[src/rtl/hz_pkg.sv]
package hz_pkg;

    localparam int RIDX_W = 5;
    localparam int NSRC   = 2;

    typedef logic [RIDX_W-1:0] ridx_t;

    typedef enum logic [1:0] {
        SRC_RF    = 2'b00,
        SRC_MEMWB = 2'b01,
        SRC_EXMEM = 2'b10
    } src_sel_e;

    typedef struct packed {
        ridx_t rd;
        logic  we;
        logic  load;
    } wr_tag_t;

    function automatic logic tag_hits(input wr_tag_t tag, input ridx_t src);
        return tag.we && (tag.rd != '0) && (tag.rd == src);
    endfunction

endpackage

[src/rtl/hz_src_select.sv]
module hz_src_select
    import hz_pkg::*;
#(
    parameter bit SKIP_MEM_LOAD = 1'b0
) (
    input  logic     enable_i,
    input  ridx_t    src_i,
    input  wr_tag_t  mem_i,
    input  wr_tag_t  wb_i,
    output src_sel_e sel_o
);

    logic mem_ok;
    logic wb_ok;

    always_comb begin
        mem_ok = tag_hits(mem_i, src_i);
        if (SKIP_MEM_LOAD && mem_i.load) begin
            mem_ok = 1'b0;
        end
        wb_ok = tag_hits(wb_i, src_i);
    end

    always_comb begin
        if (!enable_i) begin
            sel_o = SRC_RF;
        end else if (mem_ok) begin
            sel_o = SRC_EXMEM;
        end else if (wb_ok) begin
            sel_o = SRC_MEMWB;
        end else begin
            sel_o = SRC_RF;
        end
    end

    always_comb begin
        if (src_i == '0) begin
            AST_ZERO_REG_NOT_FORWARDED: assert (sel_o == SRC_RF);
        end
        if (!mem_i.we && !wb_i.we) begin
            AST_NO_WRITER_NO_FORWARD: assert (sel_o == SRC_RF);
        end
    end

endmodule

[src/rtl/hz_wait_detect.sv]
module hz_wait_detect
    import hz_pkg::*;
(
    input  ridx_t   id_src_i [NSRC],
    input  logic    id_branch_i,
    input  wr_tag_t ex_i,
    input  wr_tag_t mem_i,
    output logic    load_use_o,
    output logic    br_on_ex_o,
    output logic    br_on_load_o
);

    always_comb begin
        load_use_o   = 1'b0;
        br_on_ex_o   = 1'b0;
        br_on_load_o = 1'b0;
        for (int s = 0; s < NSRC; s++) begin
            if (ex_i.load && tag_hits(ex_i, id_src_i[s])) begin
                load_use_o = 1'b1;
            end
            if (id_branch_i && tag_hits(ex_i, id_src_i[s])) begin
                br_on_ex_o = 1'b1;
            end
            if (id_branch_i && mem_i.load && tag_hits(mem_i, id_src_i[s])) begin
                br_on_load_o = 1'b1;
            end
        end
    end

    always_comb begin
        if (!ex_i.we) begin
            AST_EX_SILENT_NO_EX_WAIT: assert (!load_use_o && !br_on_ex_o);
        end
        if (!id_branch_i) begin
            AST_NONBRANCH_NO_BR_WAIT: assert (!br_on_ex_o && !br_on_load_o);
        end
    end

endmodule

[src/rtl/hazard_fwd_ctrl.sv]
module hazard_fwd_ctrl
    import hz_pkg::*;
(
    input  logic [4:0] id_rs1_i,
    input  logic [4:0] id_rs2_i,
    input  logic       id_branch_i,
    input  logic       id_taken_i,
    input  logic [4:0] ex_rs1_i,
    input  logic [4:0] ex_rs2_i,
    input  logic [4:0] ex_rd_i,
    input  logic       ex_we_i,
    input  logic       ex_load_i,
    input  logic [4:0] mem_rd_i,
    input  logic       mem_we_i,
    input  logic       mem_load_i,
    input  logic [4:0] wb_rd_i,
    input  logic       wb_we_i,
    output logic [1:0] ex_fwd_a_o,
    output logic [1:0] ex_fwd_b_o,
    output logic [1:0] id_fwd_a_o,
    output logic [1:0] id_fwd_b_o,
    output logic       pc_hold_o,
    output logic       ifid_hold_o,
    output logic       idex_bubble_o,
    output logic       ifid_flush_o
);

    wr_tag_t  ex_tag;
    wr_tag_t  mem_tag;
    wr_tag_t  wb_tag;
    ridx_t    ex_src [NSRC];
    ridx_t    id_src [NSRC];
    src_sel_e ex_sel [NSRC];
    src_sel_e id_sel [NSRC];
    logic     load_use;
    logic     br_on_ex;
    logic     br_on_load;
    logic     wait_any;

    always_comb begin
        ex_tag    = '{rd: ex_rd_i,  we: ex_we_i,  load: ex_load_i};
        mem_tag   = '{rd: mem_rd_i, we: mem_we_i, load: mem_load_i};
        wb_tag    = '{rd: wb_rd_i,  we: wb_we_i,  load: 1'b0};
        ex_src[0] = ex_rs1_i;
        ex_src[1] = ex_rs2_i;
        id_src[0] = id_rs1_i;
        id_src[1] = id_rs2_i;
    end

    for (genvar g = 0; g < NSRC; g++) begin : g_src
        hz_src_select #(.SKIP_MEM_LOAD(1'b0)) u_ex_sel (
            .enable_i (1'b1),
            .src_i    (ex_src[g]),
            .mem_i    (mem_tag),
            .wb_i     (wb_tag),
            .sel_o    (ex_sel[g])
        );
        hz_src_select #(.SKIP_MEM_LOAD(1'b1)) u_id_sel (
            .enable_i (id_branch_i),
            .src_i    (id_src[g]),
            .mem_i    (mem_tag),
            .wb_i     (wb_tag),
            .sel_o    (id_sel[g])
        );
    end

    hz_wait_detect u_wait (
        .id_src_i     (id_src),
        .id_branch_i  (id_branch_i),
        .ex_i         (ex_tag),
        .mem_i        (mem_tag),
        .load_use_o   (load_use),
        .br_on_ex_o   (br_on_ex),
        .br_on_load_o (br_on_load)
    );

    always_comb begin
        wait_any      = load_use || br_on_ex || br_on_load;
        pc_hold_o     = wait_any;
        ifid_hold_o   = wait_any;
        idex_bubble_o = wait_any;
        ifid_flush_o  = id_branch_i && id_taken_i && !wait_any;
        ex_fwd_a_o    = ex_sel[0];
        ex_fwd_b_o    = ex_sel[1];
        id_fwd_a_o    = id_sel[0];
        id_fwd_b_o    = id_sel[1];
    end

    always_comb begin
        AST_FLUSH_NEVER_WITH_BUBBLE: assert (!(ifid_flush_o && idex_bubble_o));
        AST_HOLDS_MOVE_TOGETHER: assert ((pc_hold_o == ifid_hold_o) && (ifid_hold_o == idex_bubble_o));
        if (!id_branch_i && !ex_load_i) begin
            AST_ALU_RAW_NO_WAIT: assert (!pc_hold_o);
        end
        if (!id_branch_i) begin
            AST_ID_FWD_IDLE: assert ((id_fwd_a_o == 2'b00) && (id_fwd_b_o == 2'b00));
        end
        if (ex_fwd_a_o == 2'b10) begin
            AST_EXMEM_A_NEEDS_MEM_MATCH: assert (mem_we_i && (mem_rd_i == ex_rs1_i));
        end
        if (ex_fwd_b_o == 2'b01) begin
            AST_MEMWB_B_NEEDS_WB_MATCH: assert (wb_we_i && (wb_rd_i == ex_rs2_i));
        end
    end

endmodule

[config.mk]
export PLATFORM = sky130hd
export DESIGN_NAME = hazard_fwd_ctrl
export DESIGN_NICKNAME = d
export VERILOG_FILES = /design/src/rtl/hz_pkg.sv /design/src/rtl/hz_src_select.sv /design/src/rtl/hz_wait_detect.sv /design/src/rtl/hazard_fwd_ctrl.sv
export SDC_FILE = /design/constraint.sdc
export NUM_CORES = 1
export LEC_CHECK = 0
export ABC_AREA = 1
export BUFFER_PORTS_ARGS = -buffer_cell sky130_fd_sc_hd__buf_2
export CAP_MARGIN = 25
export CELL_PAD_IN_SITES_DETAIL_PLACEMENT = 1
export CELL_PAD_IN_SITES_GLOBAL_PLACEMENT = 1
export CORE_MARGIN = 3
export CORE_UTILIZATION = 34
export DETAILED_ROUTE_END_ITERATION = 16
export PLACE_DENSITY_LB_ADDON = 0.25
export SLEW_MARGIN = 20
export SYNTH_ARGS = -nofsm -noshare
export SYNTH_HDL_FRONTEND = slang
export SYNTH_HIERARCHICAL = 1
export SYNTH_SLANG_ARGS = --single-unit
[constraint.sdc]
create_clock -name vclk -period 2
set_input_delay 0.2 -clock vclk [all_inputs]
set_output_delay 0.2 -clock vclk [all_outputs]
set_load 0.02 [all_outputs]
==> metrics.txt <==
post_cts resized=0; global-route wire length before repair=9.69 mm; DR vias=2213; Final ANT Viol Nets=0; Tcrit/Tclk final=0.800; RSZ-0062 raised after global routing=no; final WL=5.66 mm; Hold WC Path Type=in2out; Core ar.=0.00420 sq mm; area delta synth->final=20.7%; CP arrival=1.40 ns; DRC viols=0; # port buffers=54; Max Freq=625 MHz; initial antenna violation count=0; vias per inst=4.71; mapped cell area=0.00155 sq mm; total global routing overflow=0; Max Cap Viol=0; Max IR drop VDD=0.0946 mV; DR iter-0 viols=66; Final Setup Violations=0; Die X-Extent=73.6 um; critical path peak fanout=11; GRT Total Usage=0.218; Required @ worst endpoint=1.80 ns; register area=0 sq um; critical path, cell by cell=buf_2, inv_1, nand2_1, nand2_1, nor2_1, nand3_1, a21oi_2, inv_1, nand2_2, nor2_2, buf_2; largest net degree at the start of global routing=13; status=complete, no violations; worst path bufs/invs=4; Post-CTS Hold Buffers=0; drt pass-1 iters=4; synthesized area per cell=4.23 sq um; floorplan die height=73.6 um; setup TNS=0 ns; Max Transition Viols Final=0; Post-DP HPWL=4.72 mm; Power Density=192 mW/mm^2; postcts setup bufs=0; layout cell share with drive strength beyond 1=0.221; number of I/O pins=54; nets@finish=464; layout clock buffer count=0; average wire per standard cell=12.0 um; CP max stage delay=0.27 ns; Critical-path top delay cell=buf_2; Design Area, Final=0.00187 sq mm; vias in the first global route=2184; die area=0.00541 sq mm; Mapped Cells=367; Seq cells=0; leakage power=0.00137 uW; Worst Setup End Kind=primary output; placed inst area=0.00187 sq mm; Yosys warning total=6; CP startpoint kind=input pin; Hold Fails Final Rpt=0; initial core utilization=0.370; Worst path top cell family by delay=buffers and inverters; FP Rows=23; GP Congestion=0.825; crit path kind=in2out; antenna cells=0; min cycle time layout=1.60 ns
## routing by layer
metal / vias to the layer above / GRT usage / routed length (um)
met5: - / 0 / 0
met4: 0 / 0 / 0
met3: 0 / 0 / 160
met2: 31 / 0.406 / 2800
met1: 1022 / 0.298 / 2700
li1: 1160 / - / -
## worst min-delay path, stage by stage
cell,delay [ns]
buf_2,0.10
nand2_1,0.06
nor2_2,0.04
buf_2,0.14
## final cells by class
| type | count | area [sq um] |
|---|---|---|
| fill | 728 | 2330 |
| timing repair buffer | 54 | 270 |
| multi-input combinational | 279 | 1210 |
| inverter | 87 | 327 |
| tap | 50 | 62.6 |
## path summary, 6_finish.rpt
path	to	start	cells past startpoint	slack [ns]
worst max-delay path	ifid_flush_o	mem_rd_i[2]	11	0.40
worst min-delay path	ifid_flush_o	id_taken_i	4	0.74
## cell usage in the layout (no fill, tap or decap)
cell type,n
o21ai_0,1
nor2_2,12
nand2_1,168
nand2_2,9
nor3_2,2
nand3_2,2
nor2_1,47
xor2_1,6
a21oi_1,2
inv_2,13
conb_1,2
nand3_1,11
o21ai_1,4
xnor2_1,2
nand4_1,6
and3_1,2
a21oi_2,1
nor3_1,2
inv_1,74
buf_2,54
## through the flow
step | utilization | setup slack, ns | power, uW | std cells | hold slack, ns
6_report | 0.446 | 0.401 | 360 | 470 | 0.737
5_1_grt | 0.446 | 0.297 | 413 | 470 | 0.765
4_1_cts | 0.446 | 0.417 | 361 | 470 | 0.742
3_5_place_dp | 0.446 | 0.421 | 360 | 470 | 0.740
3_3_place_gp | 0.446 | 0.478 | 347 | 470 | 0.734
2_1_floorplan | - | 0.670 | 210 | 368 | 0.514
## report_power, final
| group | leakage, uW | internal [uW] | switching [uW] |
|---|---|---|---|
| Combinational | 0.00137 | 122 | 238 |
| Sequential | 0 | 0 | 0 |
| Clock | 0 | 0 | 0 |
| Total | 0.00137 | 122 | 238 |
Power figures use the tool's default switching activity.
